### config.mk
export PLATFORM = sky130hd
export DESIGN_NAME = hsx_chain
export DESIGN_NICKNAME = d
export VERILOG_FILES = /design/src/rtl/hsx_pkg.sv /design/src/rtl/hsx_cell.sv /design/src/rtl/hsx_ctrl.sv /design/src/rtl/hsx_chain.sv
export SDC_FILE = /design/constraint.sdc
export NUM_CORES = 1
export LEC_CHECK = 0
export ABC_AREA = 0
export BUFFER_PORTS_ARGS = -buffer_cell sky130_fd_sc_hd__buf_2
export CORE_MARGIN = 2
export CORE_UTILIZATION = 40
export CTS_BUF_LIST = sky130_fd_sc_hd__clkbuf_2
export CTS_CLUSTER_SIZE = 16
export DETAILED_ROUTE_END_ITERATION = 8
export PLACE_DENSITY_LB_ADDON = 0.12
export SETUP_SLACK_MARGIN = 0.05
export SYNTH_ARGS = -nofsm -noshare
export SYNTH_HDL_FRONTEND = slang
export SYNTH_SLANG_ARGS = --single-unit
### constraint.sdc
create_clock -name clk -period 1.8 [get_ports clk]
set_input_delay 0.09 -clock clk [delete_from_list [all_inputs] [get_ports clk]]
set_output_delay 0.09 -clock clk [all_outputs]
set_load 0.05 [all_outputs]
### src/rtl/hsx_pkg.sv
`timescale 1ns/1ps
package hsx_pkg;

    // Command codes on the cmd port; 6 and 7 are unused.
    localparam logic [2:0] C_IDLE    = 3'd0;
    localparam logic [2:0] C_SHIFT   = 3'd1;
    localparam logic [2:0] C_STORE   = 3'd2;
    localparam logic [2:0] C_LOAD    = 3'd3;
    localparam logic [2:0] C_CAPTURE = 3'd4;
    localparam logic [2:0] C_EXCH    = 3'd5;

    // Exchange sequencer states
    typedef enum logic [1:0] {
        X_IDLE = 2'd0,
        X_S1   = 2'd1,   // system -> A latch
        X_S2   = 2'd2,   // B latch -> system
        X_S3   = 2'd3    // A latch -> B latch
    } hsx_xstate_e;

    // Per-cycle transfer enables broadcast to every cell
    typedef struct packed {
        logic shift;
        logic store;
        logic load;
        logic capture;
        logic xa;   // system -> A latch
        logic xs;   // B latch -> system
        logic xb;   // A latch -> B latch
    } hsx_ctl_t;

    function automatic hsx_xstate_e hsx_next_step(input hsx_xstate_e s);
        case (s)
            X_S1:    return X_S2;
            X_S2:    return X_S3;
            default: return X_IDLE;
        endcase
    endfunction

endpackage

### src/rtl/hsx_cell.sv
`timescale 1ns/1ps
module hsx_cell
    import hsx_pkg::*;
(
    input  logic     clk,
    input  logic     rst,
    input  hsx_ctl_t ctl,
    input  logic     si,
    input  logic     fin,
    output logic     sys_q,
    output logic     b_q
);

    logic a_q;

    // Shadow master-slave pair: a shift is phase A then phase B in one clock.
    always_ff @(posedge clk) begin
        if (rst) begin
            a_q <= 1'b0;
            b_q <= 1'b0;
        end else if (ctl.shift) begin
            a_q <= si;
            b_q <= si;
        end else if (ctl.load) begin
            a_q <= sys_q;
            b_q <= sys_q;
        end else if (ctl.xa) begin
            a_q <= sys_q;
        end else if (ctl.xb) begin
            b_q <= a_q;
        end
    end

    // System flop: written only by store, capture or the exchange's middle step.
    always_ff @(posedge clk) begin
        if (rst) begin
            sys_q <= 1'b0;
        end else if (ctl.store || ctl.xs) begin
            sys_q <= b_q;
        end else if (ctl.capture) begin
            sys_q <= fin;
        end
    end

endmodule

### src/rtl/hsx_ctrl.sv
`timescale 1ns/1ps
module hsx_ctrl
    import hsx_pkg::*;
(
    input  logic       clk,
    input  logic       rst,
    input  logic [2:0] cmd,
    output hsx_ctl_t   ctl,
    output logic       busy,
    output logic       done
);

    hsx_xstate_e state_q, state_d;

    always_comb begin
        ctl     = '0;
        state_d = state_q;
        case (state_q)
            X_S1: begin ctl.xa = 1'b1; state_d = hsx_next_step(state_q); end
            X_S2: begin ctl.xs = 1'b1; state_d = hsx_next_step(state_q); end
            X_S3: begin ctl.xb = 1'b1; state_d = hsx_next_step(state_q); end
            default: begin
                case (cmd)
                    C_SHIFT:   ctl.shift   = 1'b1;
                    C_STORE:   ctl.store   = 1'b1;
                    C_LOAD:    ctl.load    = 1'b1;
                    C_CAPTURE: ctl.capture = 1'b1;
                    C_EXCH:    state_d     = X_S1;
                    default:   ;
                endcase
            end
        endcase
    end

    always_ff @(posedge clk) begin
        if (rst) begin
            state_q <= X_IDLE;
            done    <= 1'b0;
        end else begin
            state_q <= state_d;
            done    <= (state_q == X_S3);
        end
    end

    assign busy = (state_q != X_IDLE);

endmodule

### src/rtl/hsx_chain.sv
`timescale 1ns/1ps
module hsx_chain
    import hsx_pkg::*;
#(
    parameter int WIDTH = 8
) (
    input  logic             clk,
    input  logic             rst,
    input  logic [2:0]       cmd,
    input  logic             scan_in,
    input  logic [WIDTH-1:0] func_in,
    output logic [WIDTH-1:0] sys_out,
    output logic             scan_out,
    output logic             busy,
    output logic             done
);

    localparam int LAST = WIDTH - 1;

    hsx_ctl_t         ctl;
    logic [WIDTH-1:0] sh_b;
    logic [WIDTH-1:0] ser_in;

    hsx_ctrl u_ctrl (
        .clk  (clk),
        .rst  (rst),
        .cmd  (cmd),
        .ctl  (ctl),
        .busy (busy),
        .done (done)
    );

    assign ser_in[0] = scan_in;

    genvar i;
    generate
        for (i = 1; i < WIDTH; i++) begin : g_link
            assign ser_in[i] = sh_b[i-1];
        end
        for (i = 0; i < WIDTH; i++) begin : g_cell
            hsx_cell u_cell (
                .clk   (clk),
                .rst   (rst),
                .ctl   (ctl),
                .si    (ser_in[i]),
                .fin   (func_in[i]),
                .sys_q (sys_out[i]),
                .b_q   (sh_b[i])
            );
        end
    endgenerate

    assign scan_out = sh_b[LAST];

endmodule

After elaboration in Yosys (flattened, before gate mapping)

Index checks and enable logic that the tools add are counted.

Flip-flop bits (word level): 27
Input port bits: 14
Output and inout bits: 11
Logic and storage cells: 125

Eq/ne operators: 9
Muxes and demuxes: 82
Reductions and logical operators: 8

Operators by type and width:

| cell               | count |
|---|---|
| $mux 1             | 79 |
| $eq 3x2->1 const B | 2 |
| $eq 3x3->1 const B | 2 |
| $pmux 2 s3         | 1 |
| $reduce_bool 3->1  | 2 |
| $eq 2x2->1 const B | 2 |
| $mux 4             | 1 |
| $reduce_bool 2->1  | 2 |
| $reduce_bool 4->1  | 1 |
| $eq 3x1->1 const B | 1 |
| $ne 3x1->1 const B | 1 |
| $reduce_or 3->1    | 1 |
| $eq 2x1->1 const B | 1 |
| $mux 2             | 1 |
| $reduce_and 2->1   | 1 |
| $logic_or 1x1->1   | 1 |

Longest topological paths before layout

Gate-level depths: netlist of run 1.

Word-level depth: 6
Depth in mapped cells: 7
Gate-level depth less buffers: 5

Modules after synthesis

From an unflattened synthesis of run 1, not the netlist that was laid out.

Cells, all modules: 178
Area, all modules: 1552.7 um^2

Modules (own cells, without submodules):

| module   | instances | cells an instance | area each (um^2) | sequential area each (um^2) |
|---|---|---|---|---|
| hsx_cell | 8         | 19                | 163.9            | 60.1 |
| hsx_ctrl | 1         | 26                | 241.5            | 60.1 |

Worst setup path before layout of run 1

OpenSTA, ideal clock, no wires.

Path kind: register to register
From: register u_ctrl.state_q[0]
To: register g_cell[2].u_cell.sys_q
Arrival time: 1.459 ns
Setup slack: 0.250 ns
Cell stages (with the launch flop): 7
Period minus slack after synthesis: 1.550 ns
Path through: dfxtp_1 > inv_1 > ha_1 > nor2b_1 > clkbuf_1 > a21o_2 > a311oi_1

Word-level cells in the longest chain between the ends: 5
Elaborated cells on any way between the ends: 9
Classes of those cells: 3 x eq/ne; 3 x mux; 3 x reduce/logical

Ends and longest elaborated chain:

| what                                        | RTL line       | source |
|---|---|---|
| start, declared                             | hsx_ctrl.sv:13 | `hsx_xstate_e state_q, state_d;` |
| start signal, assigned                      | hsx_ctrl.sv:40 | `state_q <= state_d;` |
| $eq 2x1->1 or $eq 2x2->1 (tied branches)    | hsx_ctrl.sv:18 | `case (state_q)` |
| $reduce_or 3->1 (no source line)            | --             |  |
| $mux 4                                      | hsx_ctrl.sv:18 |  |
| $logic_or 1x1->1                            | hsx_cell.sv:38 | `end else if (ctl.store \|\| ctl.xs) begin` |
| $mux 1 or $reduce_bool 2->1 (tied branches) | --             |  |
| end signal, assigned                        | hsx_cell.sv:39 | `sys_q <= b_q;` |
| end signal, assigned                        | hsx_cell.sv:41 | `sys_q <= fin;` |
| end, declared                               | hsx_cell.sv:10 | `output logic sys_q,` |

Parallel ways exist; a longest one is shown, timed or not.
A chain may end at the register's enable or synchronous reset.

Worst setup path in the final report of run 1

From: register u_ctrl.state_q[1]
To: register g_cell[2].u_cell.b_q

Word-level cells in the longest chain between the ends: 5
Elaborated cells on any way between the ends: 12
Classes of those cells: 4 x eq/ne; 5 x mux; 3 x reduce/logical

Ends and longest elaborated chain:

| what                                                        | RTL line       | source |
|---|---|---|
| $eq 2x1->1 or $eq 2x2->1 (tied branches)                    | hsx_ctrl.sv:18 |  |
| $reduce_or 3->1 (no source line)                            | --             |  |
| $mux 4                                                      | hsx_ctrl.sv:18 |  |
| $ne 3x1->1 (no source line), or another cell as far along   | --             |  |
| $reduce_and 2->1 (no source line) or $mux 1 (tied branches) | --             |  |
| end signal, assigned                                        | hsx_cell.sv:23 | `b_q <= si;` |
| end signal, assigned                                        | hsx_cell.sv:26 | `b_q <= sys_q;` |
| end signal, assigned                                        | hsx_cell.sv:30 | `b_q <= a_q;` |
| end, declared                                               | hsx_cell.sv:11 | `output logic b_q` |

Parallel ways exist; a longest one is shown, timed or not.

==> results of run 1 <==
## flip-flops by register name (all words and copies together) (netlist names)
name,flops
g_cell.u_cell.sys_q,8
u_ctrl.state_q,2
g_cell.u_cell.a_q,8
u_ctrl.done,1
g_cell.u_cell.b_q,8
## report_power, final
| group | leakage, nW | switching [mW] | internal, mW | total [mW] |
|---|---|---|---|---|
| Sequential | 0.222 | 0.184 | 0.805 | 0.989 |
| Clock | 0.0166 | 0.183 | 0.0586 | 0.242 |
| Combinational | 0.418 | 0.949 | 0.590 | 1.54 |
| Total | 0.656 | 1.32 | 1.45 | 2.77 |
## cell type report
type,count,area share
Multi-Input combinational cell,123,0.484
Clock buffer,4,0.0113
Sequential cell,27,0.304
Inverter,3,0.00633
Timing Repair Buffer,43,0.160
Tap cell,48,0.0338
## critical path: cells and delay by family (launching register included)
kind,cells,cell delay (ns)
AO/OA/AOI/OAI,2,0.39
AND/OR/NAND/NOR,1,0.24
flip-flops,1,0.43
buffers and inverters,2,0.29
adder cells (fa/ha/maj),1,0.20
## cell families (layout without fill, tap and decap cells)
family / count (synthesis) / after routing / synth area share
adder cells (fa/ha/maj): 5 / 5 / 0.0408
AND/OR/NAND/NOR: 64 / 64 / 0.233
buffers and inverters: 29 / 50 / 0.101
XOR/XNOR: 1 / 1 / 0.0106
flip-flops: 27 / 27 / 0.353
AO/OA/AOI/OAI: 53 / 53 / 0.262
## routing by layer
| layer | vias up | share of wire | GRT usage | wire [um] |
|---|---|---|---|---|
| li1 | 708 | - | - | - |
| met1 | 706 | 0.48 | 0.289 | 1920 |
| met2 | 57 | 0.46 | 0.318 | 1840 |
| met3 | 4 | 0.056 | 0.0204 | 224 |
| met4 | 0 | 0.0097 | 0.0755 | 39 |
| met5 | - | 0 | 0 | 0 |
## what timing repair did
item | CTS | global route
hold buffers | 9 | 0
gates resized for setup | 0 | 5
hold endpoints to repair | 10 | 0
setup endpoints to repair | 0 | 25
## path summary, 6_finish.rpt
check / start / to / slack (ns) / depth (start not counted)
hold / removal: cmd[0] / u_ctrl.state_q[0]$_SDFFE_PP0P_ / 0.16 / 3
hold reg to reg: g_cell[6].u_cell.a_q$_SDFFE_PP0P_ / g_cell[6].u_cell.b_q$_SDFFE_PP0P_ / 0.53 / 2
setup reg to reg: u_ctrl.state_q[1]$_SDFFE_PP0P_ / g_cell[2].u_cell.b_q$_SDFFE_PP0P_ / 0.17 / 6
setup / recovery: u_ctrl.state_q[1]$_SDFFE_PP0P_ / g_cell[2].u_cell.b_q$_SDFFE_PP0P_ / 0.17 / 6
## layout by cell type, fill, tap and decap left out, drive strengths merged, types with 3 or more instances in the layout
cell type	count
nor3	16
nor2b	4
a211oi	10
dfxtp	27
buf	34
inv	3
a311oi	25
ha	5
nand2	25
o21ai	15
dlygate4sd3	9
nand3b	10
clkbuf	4
==> impl_metrics.json, run 1 <==
{
  "p_leak_nw": 0.656,
  "cp.arrival_ns": 1.91,
  "ys_top_cells_by_area": "dfxtp_1 (35%), a311oi_1 (14%), nand2_1 (6.1%)",
  "tns_ns": 0,
  "drv_slew": 0,
  "dieArea_mm2": 0.00434,
  "ys_seq_area_frac": 0.353,
  "rows": 22,
  "dr.pass1.iters": 4,
  "slowest_delay_ns": 0.43,
  "max_slew.worst_pin.slew_ns": 0.518,
  "areaGrowthSynthToFinish_pct": 16.0,
  "clkTransAtPathRegs_ns": 0.26,
  "grt.overflow.total": 0,
  "max_cap_viol_count": 0,
  "synth_top_area_frac": 0.353,
  "via_per_inst": 5.95,
  "fin_nets": 220,
  "antenna_found_initial": 0,
  "place_ws_ns": 0.140,
  "post_cts_buffers": 0,
  "placed_cells": 235,
  "synth_enable_flop_cells": 0,
  "rsz0062_at_grt": "true",
  "dpl_cell_area_mm2": 0.00164,
  "grt_pass1_wl_um": 6820,
  "setup_viol": 0,
  "clock-root-buffer": "clkbuf_2",
  "peakVddDrop_uv": 777,
  "end_kind": "flip-flop",
  "holdCritPathClass": "input port to flip-flop",
  "gp_congestion": 0.759,
  "routedWlPerCell_um": 16.3,
  "crit_path_start_kind": "flip-flop",
  "cts_tree": "done",
  "h-tree-depth": 1,
  "numClockSinks": 27,
  "multi_input_area_um2": 861,
  "mappedNetlistNets": 198,
  "worstPathCellList": "inv_1 -> ha_4 -> nand3b_1 -> buf_4 -> o21ai_0 -> a311oi_1",
  "avgSynthCellArea_um2": 8.56,
  "hold_viol": 0,
  "synthTopCellsByCount": "dfxtp_1 (27), nand2_1 (25), a311oi_1 (24)",
  "register_area_um2": 541,
  "synth_area_leader_cell": "dfxtp_1",
  "core_mm2": 0.00366,
  "wirelength_um": 4030,
  "cts_inserted_buffers": 3,
  "yosysUniqueCellTypes": 27,
  "clockBufferDepth": 2,
  "clkLatencyLatePin_ns": 0.36,
  "die_h_um": 65.9,
  "io_buffer_count": 24,
  "place_hpwl_um": 2870,
  "fin_cells": 248,
  "syn_inst": 179,
  "postLayoutCellArea_mm2": 0.00178,
  "initial_core_util": 0.419,
  "async_reset_ff_frac": 0,
  "fin_hold_ws_ns": 0.156,
  "ys_warn_count": 0,
  "globalRouteTotalUtil": 0.204,
  "setup_slack_ns": 0.169,
  "ios": 25,
  "status": "finished, final reports clean",
  "worstSetupPathType": "flip-flop to flip-flop",
  "cp_slowest_cell": "dfxtp_1",
  "yosysMostFrequentCell": "dfxtp_1",
  "drtIter0Drc": 79,
  "die_x_um": 65.9,
  "grt_max_degree": 28,
  "utilization": 0.486,
  "grt_pass1_vias": 1427,
  "vias": 1475,
  "drcViolationCount": 0,
  "cp.required_ns": 2.08,
  "min_period_ns": 1.63,
  "synthFlopType": "dfxtp_1",
  "total_power_mw": 2.77,
  "worst-path-max-fanout": 9,
  "final_antenna_net_count": 0,
  "max_freq_mhz": 613,
  "antennaDiodeCount": 0,
  "syn_area_mm2": 0.00153,
  "final_layout_size_suffix_gt1_frac": 0.235,
  "fillCellCount": 357,
  "fin_skew_ns": 0.00688,
  "ys_ff_latch": 27,
  "power_density_mw_per_mm2": 1560,
  "slew_headroom": 0.655,
  "final.period_utilization": 0.906
}
(Power assumes the default switching activity.)
==> inputs of run 2 (changes only) <==
CTS_CLUSTER_DIAMETER = 50   (was default)
clock period = 1.83 ns   (was 1.8 ns; I/O delays follow)
==> run 2 against run 1 <==
Flip-flop and latch count did not move. Sequential power fell by 2.7%. Hold slack improved by 0.024 ns. First-iteration DRC count fell by 38%. Power fell by 4.7%. Sequential share of layout area rose by 0.48 points. Die area did not move. Clock skew barely moved.
==> impl_metrics.json, run 2 (same netlist as run 1, synthesis figures left out) <==
{
  "status": "finished, final reports clean",
  "cp.arrival_ns": 1.94,
  "wl_met2_um": 1770,
  "fin_skew_ns": 0.00718,
  "wirelength_um": 3850,
  "ios": 25,
  "end_kind": "flip-flop",
  "path_buf_inv": 2,
  "worstPathCellList": "inv_1 -> ha_1 -> buf_4 -> nand2b_1 -> a311oi_1",
  "drcViolationCount": 0,
  "max_cap_viol_count": 0,
  "grt_max_degree": 28,
  "slew_headroom": 0.665,
  "globalRouteTotalUtil": 0.193,
  "clkLatencyLatePin_ns": 0.35,
  "final_layout_size_suffix_gt1_frac": 0.213,
  "die_h_um": 65.9,
  "numClockSinks": 27,
  "power_density_mw_per_mm2": 1510,
  "setup_viol": 0,
  "rsz0062_at_grt": "false",
  "hp-start": "cmd[0]",
  "cts_tree": "done",
  "clockBufferDepth": 2,
  "final_common_cell": "dfxtp_1",
  "slowest_delay_ns": 0.43,
  "grt_pass1_vias": 1327,
  "io_buffer_count": 24,
  "clock-root-buffer": "clkbuf_2",
  "met1_length_um": 1860,
  "vias": 1407,
  "wl_met3_um": 199,
  "p_leak_nw": 0.641,
  "gp_congestion": 0.744,
  "antennaDiodeCount": 0,
  "crit_path_start_kind": "flip-flop",
  "dieArea_mm2": 0.00434,
  "min_path_cells": 3,
  "r2r-start": "u_ctrl.state_q[1]$_SDFFE_PP0P_",
  "hold_viol": 0,
  "worstSetupPathType": "flip-flop to flip-flop",
  "r2r_end": "g_cell[1].u_cell.a_q$_SDFFE_PP0P_",
  "clkTransAtPathRegs_ns": 0.25,
  "hold_end": "u_ctrl.state_q[0]$_SDFFE_PP0P_",
  "grt.overflow.total": 0,
  "peakVddDrop_uv": 605,
  "drv_slew": 0,
  "worst-path-max-fanout": 9,
  "final.period_utilization": 0.910,
  "r2r_slack_ns": 0.17,
  "critPathTopFamily": "flip-flops",
  "tns_ns": 0,
  "grt_pass1_wl_um": 6500,
  "total_power_mw": 2.64,
  "final_cell_mix": "dfxtp_1 (27), nand2_1 (25), a311oi_1 (24), buf_2 (24), nor3_1 (16)",
  "max_slew.worst_pin.slew_ns": 0.503,
  "h-tree-depth": 1,
  "place_hpwl_um": 2720,
  "drtIter0Drc": 49,
  "min_period_ns": 1.66,
  "antenna_found_initial": 0,
  "holdCritPathClass": "input port to flip-flop",
  "cp_slowest_cell": "dfxtp_1",
  "areaGrowthSynthToFinish_pct": 14.2,
  "rows": 22,
  "fin_nets": 217,
  "fillCellCount": 361,
  "dr.pass1.iters": 4,
  "core_mm2": 0.00366,
  "max_freq_mhz": 601,
  "initial_core_util": 0.419,
  "die_x_um": 65.9,
  "maxUsedRoutingLayer": "met4",
  "final_antenna_net_count": 0,
  "post_cts_buffers": 0,
  "worst_r2r_path_depth": 5,
  "cts_inserted_buffers": 3,
  "via_per_inst": 5.74,
  "routedWlPerCell_um": 15.7,
  "top_regs": "g_cell.u_cell.a_q x8, g_cell.u_cell.b_q x8, g_cell.u_cell.sys_q x8",
  "cp.required_ns": 2.10
}
[run 2: cell types whose count changed in the layout (fill, tap and decap cells not counted), sizes merged]
cell  before  now
buf       34   31
[run 2: how the worst max path moves through the flow]
stage	start	to	slack, ns	depth (start not counted)
global route	u_ctrl.state_q[0]$_SDFFE_PP0P_	g_cell[1].u_cell.a_q$_SDFFE_PP0P_	0.02	6
detailed placement	u_ctrl.state_q[0]$_SDFFE_PP0P_	g_cell[2].u_cell.sys_q$_SDFFE_PP0P_	0.16	6
global placement	u_ctrl.state_q[0]$_SDFFE_PP0P_	g_cell[2].u_cell.sys_q$_SDFFE_PP0P_	0.23	6
CTS	u_ctrl.state_q[0]$_SDFFE_PP0P_	g_cell[2].u_cell.sys_q$_SDFFE_PP0P_	0.10	6
finish	u_ctrl.state_q[1]$_SDFFE_PP0P_	g_cell[1].u_cell.a_q$_SDFFE_PP0P_	0.17	5
floorplan	u_ctrl.state_q[0]$_SDFFE_PP0P_	g_cell[2].u_cell.sys_q$_SDFFE_PP0P_	0.28	6
[run 2: final cells by class]
type / count / area [um^2] / share of cell area
clock buffer: 4 / 20.0 / 0.0114
multi-input combinational: 123 / 856 / 0.489
sequential: 27 / 541 / 0.309
tap: 48 / 60.1 / 0.0343
inverter: 3 / 11.3 / 0.00643
timing repair buffer: 40 / 263 / 0.150
[run 2: through the flow]
| step | setup slack [ns] | hold WS [ns] | instance area [um^2] | utilization | cells |
|---|---|---|---|---|---|
| after floorplan | 0.280 | 0.272 | 1530 | - | 179 |
| after global placement | 0.231 | 0.395 | 1620 | 0.443 | 232 |
| after detailed placement | 0.157 | 0.398 | 1620 | 0.443 | 232 |
| after CTS | 0.105 | 0.152 | 1730 | 0.473 | 245 |
| after global routing | 0.0180 | 0.152 | 1750 | 0.478 | 245 |
| final | 0.165 | 0.180 | 1750 | 0.478 | 245 |
[run 2: worst reg2reg max path, delay by kind of cell (launching register included)]
kind	cells	cell delay [ns]
AO/OA/AOI/OAI	1	0.30
adder cells (fa/ha/maj)	1	0.24
buffers and inverters	2	0.30
flip-flops	1	0.43
AND/OR/NAND/NOR	1	0.32
[run 2: power breakdown]
| group | total [mW] | internal (mW) | leakage (nW) | switching (mW) |
|---|---|---|---|---|
| Clock | 0.230 | 0.0577 | 0.0166 | 0.172 |
| Combinational | 1.45 | 0.536 | 0.402 | 0.912 |
| Sequential | 0.962 | 0.792 | 0.222 | 0.171 |
| Total | 2.64 | 1.39 | 0.641 | 1.26 |
[run 2: layer usage]
metal,vias to the layer above,track usage
met2,41,0.289
met3,2,0.0273
li1,700,-
met5,-,0
met4,0,0.0651
met1,664,0.282
[run 2: repair_timing]
item                                    CTS  global route
endpoints found under the hold margin    10             0
gates resized for setup                   0             3
endpoints found under the setup margin    0            20
hold buffers                              9             0
